**config.mk**
```make
export PLATFORM = sky130hd
export DESIGN_NAME = decade_pair_counter
export DESIGN_NICKNAME = d
export VERILOG_FILES = /design/src/rtl/dpc_pkg.sv /design/src/rtl/dpc_ctrl.sv /design/src/rtl/dpc_datapath.sv /design/src/rtl/decade_pair_counter.sv
export SDC_FILE = /design/constraint.sdc
export NUM_CORES = 1
export LEC_CHECK = 0
export BUFFER_PORTS_ARGS = -buffer_cell sky130_fd_sc_hd__buf_2
export CORE_AREA = 2 2 39 41
export CTS_BUF_LIST = sky130_fd_sc_hd__clkbuf_2
export DETAILED_ROUTE_END_ITERATION = 7
export DIE_AREA = 0 0 41 43
export GPL_ROUTABILITY_DRIVEN = 0
export GPL_TIMING_DRIVEN = 0
export SLEW_MARGIN = 40
export SYNTH_ARGS = -nofsm -noshare
export SYNTH_HDL_FRONTEND = slang
export SYNTH_SLANG_ARGS = --single-unit
```
**constraint.sdc**
```tcl
create_clock -name clk -period 1.75 [get_ports clk]
set_input_delay 0.175 -clock clk [delete_from_list [all_inputs] [get_ports clk]]
set_output_delay 0.175 -clock clk [all_outputs]
set_load 0.005 [all_outputs]
```
**src/rtl/dpc_pkg.sv**
```systemverilog
package dpc_pkg;
  typedef struct packed {
    logic clear;
    logic preset;
    logic advLow;
    logic advHigh;
  } dpc_strobe_t;
  localparam int NINE_UPPER = 4;
endpackage

```
**src/rtl/dpc_ctrl.sv**
```systemverilog
module dpc_ctrl
  import dpc_pkg::*;
(
  input  logic        clk,
  input  logic        rstN,
  input  logic        cntLow,
  input  logic        cntHigh,
  input  logic        clrA,
  input  logic        clrB,
  input  logic        nineA,
  input  logic        nineB,
  output dpc_strobe_t stb
);
  logic prevLow;
  logic prevHigh;

  always_ff @(posedge clk or negedge rstN) begin
    if (!rstN) begin
      prevLow  <= 1'b0;
      prevHigh <= 1'b0;
    end else begin
      prevLow  <= cntLow;
      prevHigh <= cntHigh;
    end
  end

  always_comb begin
    stb.clear   = clrA & clrB;
    stb.preset  = nineA & nineB;
    stb.advLow  = prevLow & ~cntLow;
    stb.advHigh = prevHigh & ~cntHigh;
  end

  // A falling edge can be reported for only one cycle in a row.
  assert_single_adv_low_R2: assert property (@(posedge clk) disable iff (!rstN)
    stb.advLow |=> !stb.advLow);
  assert_single_adv_high_R2: assert property (@(posedge clk) disable iff (!rstN)
    stb.advHigh |=> !stb.advHigh);
endmodule

```
**src/rtl/dpc_datapath.sv**
```systemverilog
module dpc_datapath
  import dpc_pkg::*;
#(
  parameter int UPPER_MOD = 5,
  parameter int UPPER_W   = 3
) (
  input  logic               clk,
  input  logic               rstN,
  input  dpc_strobe_t        stb,
  output logic               lowBit,
  output logic [UPPER_W-1:0] upperCnt
);
  localparam logic [UPPER_W-1:0] UpperMax  = UPPER_W'(UPPER_MOD - 1);
  localparam logic [UPPER_W-1:0] UpperNine = UPPER_W'(NINE_UPPER);

  always_ff @(posedge clk or negedge rstN) begin
    if (!rstN) begin
      lowBit   <= 1'b0;
      upperCnt <= '0;
    end else if (stb.preset) begin
      lowBit   <= 1'b1;
      upperCnt <= UpperNine;
    end else if (stb.clear) begin
      lowBit   <= 1'b0;
      upperCnt <= '0;
    end else begin
      if (stb.advLow) lowBit <= ~lowBit;
      if (stb.advHigh) upperCnt <= (upperCnt == UpperMax) ? '0 : upperCnt + 1'b1;
    end
  end

  assert_upper_range_R4: assert property (@(posedge clk) disable iff (!rstN)
    upperCnt <= UpperMax);
  assert_upper_wrap_R4: assert property (@(posedge clk) disable iff (!rstN)
    (stb.advHigh && !stb.clear && !stb.preset && upperCnt == UpperMax) |=> upperCnt == '0);
  assert_low_toggle_R2: assert property (@(posedge clk) disable iff (!rstN)
    (stb.advLow && !stb.clear && !stb.preset) |=> lowBit != $past(lowBit));
  assert_hold_R3: assert property (@(posedge clk) disable iff (!rstN)
    (!stb.advHigh && !stb.advLow && !stb.clear && !stb.preset) |=>
      ($stable(upperCnt) && $stable(lowBit)));
  assert_clear_R7: assert property (@(posedge clk) disable iff (!rstN)
    (stb.clear && !stb.preset) |=> (!lowBit && upperCnt == '0));
  assert_preset_R8: assert property (@(posedge clk) disable iff (!rstN)
    (stb.preset && !stb.clear) |=> (lowBit && upperCnt == UpperNine));
  assert_preset_wins_R9: assert property (@(posedge clk) disable iff (!rstN)
    (stb.preset && stb.clear) |=> (lowBit && upperCnt == UpperNine));
endmodule

```
**src/rtl/decade_pair_counter.sv**
```systemverilog
module decade_pair_counter
  import dpc_pkg::*;
#(
  parameter int UPPER_MOD = 5
) (
  input  logic       clk,
  input  logic       rstN,
  input  logic       cntLow,
  input  logic       cntHigh,
  input  logic       clrA,
  input  logic       clrB,
  input  logic       nineA,
  input  logic       nineB,
  output logic [3:0] qOut
);
  localparam int UpperW = 3;

  dpc_strobe_t       stb;
  logic              lowBit;
  logic [UpperW-1:0] upperCnt;

  dpc_ctrl u_ctrl (
    .clk(clk), .rstN(rstN), .cntLow(cntLow), .cntHigh(cntHigh),
    .clrA(clrA), .clrB(clrB), .nineA(nineA), .nineB(nineB), .stb(stb)
  );

  dpc_datapath #(.UPPER_MOD(UPPER_MOD), .UPPER_W(UpperW)) u_data (
    .clk(clk), .rstN(rstN), .stb(stb), .lowBit(lowBit), .upperCnt(upperCnt)
  );

  assign qOut = {upperCnt, lowBit};
endmodule

```
==> results of run 1 <==
[report_power, final]
group          switching [mW]  leakage, nW  total [mW]  internal (mW)
sequential             0.0107       0.0740       0.162          0.151
clock                  0.0421       0.0125      0.0884         0.0463
combinational          0.0331        0.129      0.0747         0.0416
[metal layers]
metal,part of all wire (%),vias to the layer above,global-route usage (%)
met4,0,0,8.000
met2,57,3,11.88
li1,-,127,-
met1,40,116,10.33
met3,3.1,0,1.571
met5,0,-,0
[state kept, by name, indices dropped and copies added (netlist names)]
signal           count
u_ctrl.prevLow       1
u_data.upperCnt      3
u_ctrl.prevHigh      1
u_data.lowBit        1
[cells in the mapped netlist, drive strengths merged]
cell type	instances
dfrtp	6
nand2	6
a21oi	2
ha	2
inv	2
nand2b	2
nand3b	2
o211ai	2
a22o	1
buf	1
nand4b	1
nor2	1
xnor2	1
[worst paths after layout]
path / startpoint / to / depth (start not counted)
setup / recovery: u_data.upperCnt[0]$_DFFE_PN0P_ / u_data.upperCnt[2]$_DFFE_PN0P_ / 5
hold / removal: cntLow / u_ctrl.prevLow$_DFF_PN0_ / 1
setup reg to reg: u_data.upperCnt[0]$_DFFE_PN0P_ / u_data.upperCnt[2]$_DFFE_PN0P_ / 5
hold reg to reg: u_data.upperCnt[1]$_DFFE_PN0P_ / u_data.upperCnt[1]$_DFFE_PN0P_ / 2
max in group asynchronous: rstN / u_data.upperCnt[1]$_DFFE_PN0P_ / 2
min in group asynchronous: rstN / u_data.upperCnt[2]$_DFFE_PN0P_ / 2
[layout by cell type (no fill, tap or decap)]
cell            n
inv_1           2
ha_1            2
a21oi_2         1
a22o_1          1
clkbuf_2        3
dlygate4sd3_1   1
o211ai_2        1
buf_4           1
buf_2          11
xnor2_1         1
dfrtp_1         6
nand2_1         5
nand2b_4        1
nand2b_1        1
nand2_2         1
nand4b_1        1
a21oi_1         1
nor2_1          1
nand3b_4        1
o211ai_1        1
nand3b_1        1
[kinds of logic (layout without fill, tap and decap cells)]
group	after synthesis	in the layout	share of synthesized area, %
xor+xnor	1	1	2.682
simple gates	12	12	26.06
fa+ha+maj	2	2	7.662
compound gates	5	5	13.03
flops	6	6	45.98
buf+inv	3	18	4.599
[layout make-up]
cell class	count	area, um^2	share of cell area [%]
repair buffers	12	65.06	15.25
well taps	16	20.02	4.692
plain buffers	1	7.507	1.760
clock buffers	3	15.01	3.519
flip-flops and latches	6	150.1	35.19
multi-input cells	20	161.4	37.83
inverters	2	7.507	1.760
==> out/qor.yml, run 1 <==
sta:
  fmax_ghz: 0.8649
  fin_ws_ns: 0.5937
  setup_viol: 0
  layout_worst_path_cycle_share_pct: 66.07
  final.hold.worst_slack_ns: 0.08896
  worst-slew-pin-transition_ns: 0.1674
  rsz0062_at_grt: "false"
  layout_min_cycle_time_ns: 1.156
  hold_viol_final: 0
  finalMaxSlewViolations: 0
  setup-tns-final_ns: 0
  finalClockSkew_ns: 0.0009084
  worst_slew_margin_rel_pct: 88.79
clock_network:
  cts_repair_resize_count: 0
  clk_pin_slew_ns: 0.05
  clk_root_buffer_cell: "clkbuf_2"
  cts.sinks: 6
  clk-insertion-delay-late_ns: 0.21
  post_cts.repair.setup_buffers: 0
  clk_path_buf_depth: 2
  cts-buffers-inserted: 3
  cts_tree: "yes"
  ctsHoldBuffers: 1
  cts-htree-levels: 1
detailed_routing:
  drt_iter0_drc: 7
  number_of_remaining_drc_errors: 0
  via_count_normalized_by_instance_count: 4.100
  drt-pass1-iter-count: 3
  antenna_violating_nets_post_route: 0
  vias: 246
  routed_wire_length_per_instance_um: 9.267
  routed_wire_length_um: 556
grt:
  global_route_wire_length_before_repair_um: 993
  grtUsageTotal_pct: 8.528
  grt_start_max_net_pins: 7
  number_of_antenna_violations_at_the_first_check_in_global_routing: 0
  grt_overflow: 0
  first_global_vias: 269
run_status:
  status: "finished clean"
power:
  peakVddDrop_mv: 0.2889
  power-per-cell-area_nw_per_um2: 761.9
  total_power_uw: 325.1
  power.leakage_nw: 0.2154
setup_path:
  crit_buf_inv: 1
  worst-setup-path-type: "flip-flop to flip-flop"
  worst_ep_arrival_time_ns: 1.24
  timing.critical_path.slowest_cell_delay_ns: 0.40
  crit_path_max_fanout: 4
  worst_ep_required_ns: 1.83
  crit_path_cell_trace: "inv_1 -> ha_1 -> nor2_1 -> o211ai_2 -> o211ai_1"
  crit_slowest_cell: "dfrtp_1"
  worst_setup_path_end_kind: "flip-flop"
  r2r_setup_slack_ns: 0.59
  critical-path-top-delay-family: "flip-flops"
  critical_path.startpoint_type: "flip-flop"
final_layout:
  num_antenna_cells: 0
  stdcell_count: 60
  area_growth_syn_to_layout_pct: 30.65
  finish.net_count: 56
  postLayoutCellArea_um2: 426.7
  num-fill-cells: 150
  post_route_cells_drive_above_1_share_pct: 45.45
  post-route-util_pct: 30.83
synth:
  share_of_the_synthesized_area_in_the_top_cell_type_pct: 45.98
  yosysWarningCount: 0
  ys_seq_area_share_pct: 45.98
  netlist_area_um2: 326.6
  synthesis.area_per_instance_um2: 11.26
  cell_count_after_synthesis: 29
  synth_area_leaders: "dfrtp_1, ha_1, nand3b_4, nand2_1, nand2b_4"
  yosys.area.top_type: "dfrtp_1"
  unique_masters_post_synth: 18
  postSynthRegisterBits: 6
  synth.net_count: 39
floorplanning:
  fp.dieW_um: 41
  placement_rows: 14
  floorplan.core_area_um2: 1384
  die_area_um2: 1763
  pin_count: 12
  floorplan.die.height_um: 43
  initial_utilization_pct: 23.60
placed_design:
  dpl.cell_count: 56
  placed_cell_area_um2: 401.6
  buffer_ports.inserted: 11
  pre_cts_slack_ns: 0.5843
  dp_wirelength_um: 473.2
flow_run:
  maxCapViolCount: 0
min_path:
  min_path_type: "input port to flip-flop"
(Power assumes the default switching activity.)
==> run 2, diff against run 1 <==
- clock period: 1.75 -> 0.96 ns (I/O delays scaled with it)
==> out/qor.yml, run 2 (synthesized netlist as in run 1, its figures left out) <==
clock_network:
  clk_pin_slew_ns: 0.07  # +0.02 ns
  cts-buffers-inserted: 3  # unchanged
  clk_path_buf_depth: 2  # unchanged
  cts.sinks: 6  # unchanged
  clk_root_buffer_cell: "clkbuf_2"
  clk-insertion-delay-late_ns: 0.23  # +0.02 ns
  cts-htree-levels: 1  # unchanged
  cts_tree: "yes"
detailed_routing:
  via_count_normalized_by_instance_count: 4.145  # +1.1%
  antenna_violating_nets_post_route: 0  # unchanged
  vias: 257  # +4.5%
  routed_wire_length_per_instance_um: 9.565  # +3.2%
  drt-pass1-iter-count: 4  # +1
  drt_iter0_drc: 3  # -4
  routed_wire_length_um: 593  # +6.7%
  number_of_remaining_drc_errors: 0  # unchanged
sta:
  worst-slew-pin-transition_ns: 0.1643  # -0.003125 ns
  layout_min_cycle_time_ns: 1.066  # -0.09059 ns
  setup_viol: 3  # +3
  hold_viol_final: 0  # unchanged
  finalClockSkew_ns: 0.01252  # +0.01162 ns
  rsz0062_at_grt: "true"
  fin_ws_ns: -0.1057  # -0.6994 ns
  fmax_ghz: 0.9384  # +8.5%
  layout_worst_path_cycle_share_pct: 111.0  # +45 points
  worst_slew_margin_rel_pct: 89.05  # +0.26 points
  finalMaxSlewViolations: 0  # unchanged
setup_path:
  crit-reg2reg-launch: "u_data.upperCnt[0]$_DFFE_PN0P_"
  crit_path_max_fanout: 4  # unchanged
  worst_r2r_path_depth: 5  # unchanged
  worst-setup-path-type: "flip-flop to flip-flop"
  r2r_setup_slack_ns: -0.11  # -0.70 ns
  worst_ep_required_ns: 1.07  # -0.76 ns
  reg2reg_to: "u_data.upperCnt[2]$_DFFE_PN0P_"
  worst_ep_arrival_time_ns: 1.17  # -0.07 ns
  worst_setup_path_end_kind: "flip-flop"
  critical_path.startpoint_type: "flip-flop"
grt:
  grt_overflow: 0  # unchanged
  number_of_antenna_violations_at_the_first_check_in_global_routing: 0  # unchanged
  grt_start_max_net_pins: 7  # unchanged
  grtUsageTotal_pct: 9.201  # +0.67 points
  grt.met3_usage_pct: 9.424  # +7.9 points
  grt_use_met1_pct: 11.84  # +1.5 points
  groute.layer.met2.usage_pct: 10.63  # -1.2 points
  global_route_wire_length_before_repair_mm: 1.007  # +1.4%
  first_global_vias: 256  # -4.8%
  grt_most_used_layer: "met1"
power:
  netSwitchingPower_uw: 182.2  # +110%
  p_int_uw: 454.3  # +90%
  total_power_uw: 636.5  # +96%
  peakVddDrop_mv: 0.7701  # +170%
  share_seq_of_total_power_pct: 47.3  # -2.5 points
  switching_share_pct: 28.63  # +2.2 points
  power.leakage_nw: 0.2275  # +5.6%
  power-per-cell-area_nw_per_um2: 1342  # +76%
  power.share.clock_pct: 27.9  # +0.7 points
  power_frac_comb_pct: 24.8  # +1.8 points
final_layout:
  num_antenna_cells: 0  # unchanged
  finish.net_count: 58  # +3.6%
  commonest_cells_after_routing_fill_and_taps_aside: "buf_2, nand2_1, dfrtp_1"
  layout_commonest_cell: "buf_2"
  post_route_cells_drive_above_1_share_pct: 54.35  # +8.9 points
  largest_register_ff_count: 3  # unchanged
  register_ranked_first_by_flip_flop_count: "u_data.upperCnt"
  stdcell_count: 62  # +3.3%
  area_growth_syn_to_layout_pct: 45.21
min_path:
  min_path_type: "input port to flip-flop"
  worstHoldPathCells: 3  # +2
  worst_hold_path.endpoint: "u_data.upperCnt[2]$_DFFE_PN0P_"
  min-delay-start: "nineB"
placed_design:
  dpl.cell_count: 56  # unchanged
  buffer_ports.inserted: 11  # unchanged
  dp_wirelength_um: 443.9  # -6.2%
run_status:
  status: "finished with violations"
  failed_checks: "setup timing"
floorplanning:
  initial_utilization_pct: 23.60  # unchanged
  pin_count: 12  # unchanged
  die_area_um2: 1763  # unchanged
  fp.dieW_um: 41  # unchanged
  floorplan.die.height_um: 43  # unchanged
  placement_rows: 14  # unchanged
  floorplan.core_area_um2: 1384  # unchanged
flow_run:
  maxCapViolCount: 0  # unchanged
==> run 2: per-stage QoR <==
step / setup WS, ns / area, um^2 / utilization (%) / hold WS, ns / TNS, ns
after floorplan: -0.05122 / 341.6 / - / -0.1996 / -0.07751
after global placement: -0.07875 / 416.7 / 30.11 / -0.07169 / -0.1455
after detailed placement: -0.09326 / 416.7 / 30.11 / -0.07134 / -0.1808
after CTS: -0.07597 / 459.2 / 33.18 / 0.0004083 / -0.1681
after global routing: -0.1506 / 474.2 / 34.27 / 0.1129 / -0.3307
final: -0.1057 / 474.2 / 34.27 / 0.1313 / -0.2118
==> run 2: area by class of cell <==
type | instances | area (um^2)
clock buffers | 3 | 15.01
fillers | 143 | 909.6
inverters | 2 | 7.507
multi-input cells | 20 | 181.4
flip-flops and latches | 6 | 151.4
well taps | 16 | 20.02
repair buffers | 15 | 98.84
==> run 2: per-layer routing <==
layer | vias to the layer above | wire [um]
li1 | 132 | -
met1 | 118 | 287
met2 | 7 | 263
met3 | 0 | 42
met4 | 0 | 0
met5 | - | 0
==> run 2: timing repair <==
action | CTS | global route
setup buffers | 1 | 0
gates resized for setup | 1 | 3
hold buffers | 2 | 1
hold endpoints to repair | 7 | 1
endpoints found under the setup margin | 3 | 4
pin swaps | 0 | 3
==> run 2: power by group through the flow <==
| stage | logic, mW | clock network [mW] | registers (mW) |
|---|---|---|---|
| 6_report | 0.158 | 0.178 | 0.301 |
| 4_1_cts | 0.155 | 0.185 | 0.297 |
| 2_1_floorplan | 0.0945 | 0 | 0.299 |
| 5_1_grt | 0.178 | 0.217 | 0.303 |
| 3_3_place_gp | 0.143 | 0 | 0.300 |
| 3_5_place_dp | 0.144 | 0 | 0.301 |
==> run 2: worst max-delay path, stage by stage (launching register included) <==
cell and delay [ns]:
dfrtp_1 0.43, inv_2 0.10, ha_4 0.15, nor2_2 0.04, o211ai_2 0.12, o211ai_1 0.10
==> run 2: worst max path at each step <==
| stage | start | endpoint | cells after the start |
|---|---|---|---|
| finish | u_data.upperCnt[0]$_DFFE_PN0P_ | u_data.upperCnt[2]$_DFFE_PN0P_ | 5 |
| global route | u_data.upperCnt[0]$_DFFE_PN0P_ | u_data.upperCnt[1]$_DFFE_PN0P_ | 4 |
| CTS | u_data.upperCnt[0]$_DFFE_PN0P_ | u_data.upperCnt[2]$_DFFE_PN0P_ | 5 |
| detailed placement | u_data.upperCnt[0]$_DFFE_PN0P_ | u_data.upperCnt[2]$_DFFE_PN0P_ | 5 |
| global placement | u_data.upperCnt[0]$_DFFE_PN0P_ | u_data.upperCnt[2]$_DFFE_PN0P_ | 5 |
| floorplan | u_data.upperCnt[0]$_DFFE_PN0P_ | u_data.upperCnt[2]$_DFFE_PN0P_ | 5 |
==> run 3, diff against run 2 <==
- CAP_MARGIN: not set -> 20
- SYNTH_HIERARCHICAL: not set -> 1
==> out/qor.yml, run 3 <==
power:
  power.leakage_nw: 0.2145  # -5.7%
  peakVddDrop_mv: 0.6140  # -20%
  power-per-cell-area_nw_per_um2: 1364  # +1.6%
  total_power_uw: 607.4  # -4.6%
synth:
  synthesis.area_per_instance_um2: 11.68  # +3.7%
  postSynth.topFlopCell: "dfrtp_1"
  yosysWarningCount: 6  # +6
  asyncSetResetFlopFracSynth_pct: 100.0  # unchanged
  postSynthRegisterBits: 6  # unchanged
  synth_area_leaders: "dfrtp_1, nor2b_4, ha_1, o21bai_1, a211oi_2"
  yosys.area.top_type: "dfrtp_1"
  share_of_the_synthesized_area_in_the_top_cell_type_pct: 47.62  # +1.6 points
  synth_enable_flop_cells: 0  # unchanged
  ys_seq_area_share_pct: 47.62  # +1.6 points
  synth.most_common_cell: "dfrtp_1"
  cell_count_after_synthesis: 27  # -6.9%
  unique_masters_post_synth: 17  # -1
  netlist_area_um2: 315.3  # -3.4%
  synth.net_count: 37  # -5.1%
floorplanning:
  fp.dieW_um: 41  # unchanged
  floorplan.die.height_um: 43  # unchanged
  die_area_um2: 1763  # unchanged
  initial_utilization_pct: 22.78  # -0.81 points
  placement_rows: 14  # unchanged
  floorplan.core_area_um2: 1384  # unchanged
  pin_count: 12  # unchanged
setup_path:
  crit-reg2reg-launch: "u_data/upperCnt[1]$_DFFE_PN0P_"
  timing.critical_path.slowest_cell_delay_ns: 0.42  # about the same
  crit_buf_inv: 0  # -1
  reg2reg_to: "u_data/upperCnt[2]$_DFFE_PN0P_"
  worst_ep_required_ns: 1.05  # -0.02 ns
  critical_path.startpoint_type: "flip-flop"
  worst-setup-path-type: "flip-flop to flip-flop"
  worst_ep_arrival_time_ns: 1.16  # about the same
  crit_slowest_cell: "dfrtp_1"
  crit_path_max_fanout: 4  # unchanged
  r2r_setup_slack_ns: -0.10  # about the same
  critical-path-top-delay-family: "flip-flops"
  worst_setup_path_end_kind: "flip-flop"
  worst_r2r_path_depth: 4  # -1
  crit_path_cell_trace: "ha_2 -> and3b_1 -> a21oi_2 -> o21bai_1"
min_path:
  worstHoldPathCells: 1  # -2
  min_path_type: "input port to flip-flop"
  worst_hold_path.endpoint: "u_ctrl/prevLow$_DFF_PN0_"
  min-delay-start: "cntLow"
detailed_routing:
  routed_wire_length_per_instance_um: 9.203  # -3.8%
  drt_iter0_drc: 0  # -3
  vias: 240  # -6.6%
  via_count_normalized_by_instance_count: 4.068  # -1.9%
  antenna_violating_nets_post_route: 0  # unchanged
  number_of_remaining_drc_errors: 0  # unchanged
  routed_wire_length_um: 543  # -8.4%
  drt-pass1-iter-count: 1  # -3
sta:
  worst-slew-pin-transition_ns: 0.1299  # -0.03442 ns
  layout_worst_path_cycle_share_pct: 110.5  # -0.55 points
  finalMaxSlewViolations: 0  # unchanged
  finalClockSkew_ns: 0.0004526  # -0.01207 ns
  rsz0062_at_grt: "true"
  layout_min_cycle_time_ns: 1.060  # -0.005251 ns
  setup_viol: 4  # +1
  fmax_ghz: 0.9430  # +0.50%
  fin_ws_ns: -0.1004  # +0.005251 ns
  worst_slew_margin_rel_pct: 91.09  # +2.0 points
  hold_viol_final: 0  # unchanged
grt:
  first_global_vias: 234  # -8.6%
  number_of_antenna_violations_at_the_first_check_in_global_routing: 0  # unchanged
  grt_overflow: 0  # unchanged
  grt_start_max_net_pins: 7  # unchanged
  grtUsageTotal_pct: 7.895  # -1.3 points
  global_route_wire_length_before_repair_um: 938  # -6.9%
final_layout:
  layout_commonest_cell: "buf_2"
  largest_register_ff_count: 3  # unchanged
  register_ranked_first_by_flip_flop_count: "u_data/upperCnt"
  area_growth_syn_to_layout_pct: 41.27
  commonest_cells_after_routing_fill_and_taps_aside: "buf_2, dfrtp_1, clkbuf_2"
  post_route_cells_drive_above_1_share_pct: 58.14  # +3.8 points
  finish.net_count: 55  # -5.2%
  num_antenna_cells: 0  # unchanged
placed_design:
  pre_cts_slack_ns: -0.1148  # -0.02158 ns
  buffer_ports.inserted: 11  # unchanged
  dp_wirelength_um: 424  # -4.5%
clock_network:
  cts-buffers-inserted: 3  # unchanged
  clk-insertion-delay-late_ns: 0.21  # -0.02 ns
  clk_pin_slew_ns: 0.06  # about the same
  clk_root_buffer_cell: "clkbuf_2"
  cts_tree: "yes"
  clk_path_buf_depth: 2  # unchanged
  cts-htree-levels: 1  # unchanged
  cts.sinks: 6  # unchanged
flow_run:
  maxCapViolCount: 0  # unchanged
run_status:
  status: "finished with violations"
  failed_checks: "setup timing"
run 3: cell families after synthesis:
family / count (synthesis) / synth area share [%]
simple gates: 9 / 21.82
flops: 6 / 47.62
compound gates: 5 / 11.90
buf+inv: 3 / 4.764
fa+ha+maj: 2 / 7.935
xor+xnor: 1 / 2.778
mux: 1 / 3.175
run 3: repair_timing:
action	CTS	global route
endpoints found under the setup margin	3	5
pin swaps	1	2
endpoints found under the hold margin	6	0
setup buffers	1	1
resized for setup	0	4
hold buffers	1	0
cloned	0	0
run 3: worst max path at each step:
stage,cells past startpoint,end,start,slack [ns]
finish,4,u_data/upperCnt[2]$_DFFE_PN0P_,u_data/upperCnt[1]$_DFFE_PN0P_,-0.10
global route,4,u_data/upperCnt[2]$_DFFE_PN0P_,u_data/upperCnt[0]$_DFFE_PN0P_,-0.16
CTS,5,u_data/upperCnt[0]$_DFFE_PN0P_,u_data/upperCnt[1]$_DFFE_PN0P_,-0.12
detailed placement,4,u_data/upperCnt[2]$_DFFE_PN0P_,u_data/upperCnt[1]$_DFFE_PN0P_,-0.11
global placement,4,u_data/upperCnt[2]$_DFFE_PN0P_,u_data/upperCnt[1]$_DFFE_PN0P_,-0.12
floorplan,4,u_data/upperCnt[2]$_DFFE_PN0P_,u_data/upperCnt[1]$_DFFE_PN0P_,-0.07
run 3: power breakdown:
part           total [mW]  internal, mW  switching, mW  leakage, nW
Sequential          0.293         0.276         0.0169       0.0739
Combinational       0.144        0.0842         0.0597        0.128
Clock               0.170        0.0848         0.0855       0.0125
Total               0.607         0.445          0.162        0.215
run 3: final cells by class:
class                      count  area, um^2
multi-input combinational     18       172.7
inverter                       2       7.507
tap                           16       20.02
sequential                     6       150.1
fill                         154       938.4
clock buffer                   3       15.01
timing repair buffer          14       80.08
run 3: layer usage:
layer / vias to the layer above / wire [um] / GRT usage (%)
met1: 109 / 228 / 9.571
met2: 7 / 273 / 11.56
met3: 0 / 41 / 1.571
met5: - / 0 / 0
li1: 124 / - / -
met4: 0 / 0 / 6.000
run 3: per-stage QoR:
stage               area (um^2)  instances  utilization [%]  TNS, ns  hold WS [ns]
finish                    445.4         59            32.19  -0.2205       0.03346
CTS                       437.9         59            31.65  -0.3405       0.02171
global placement          405.4         54            29.29  -0.2944      -0.07499
floorplan                 330.3         27                -  -0.1671       -0.1996
detailed placement        405.4         54            29.29  -0.2920      -0.06973
global route              445.4         59            32.19  -0.4877       0.02106
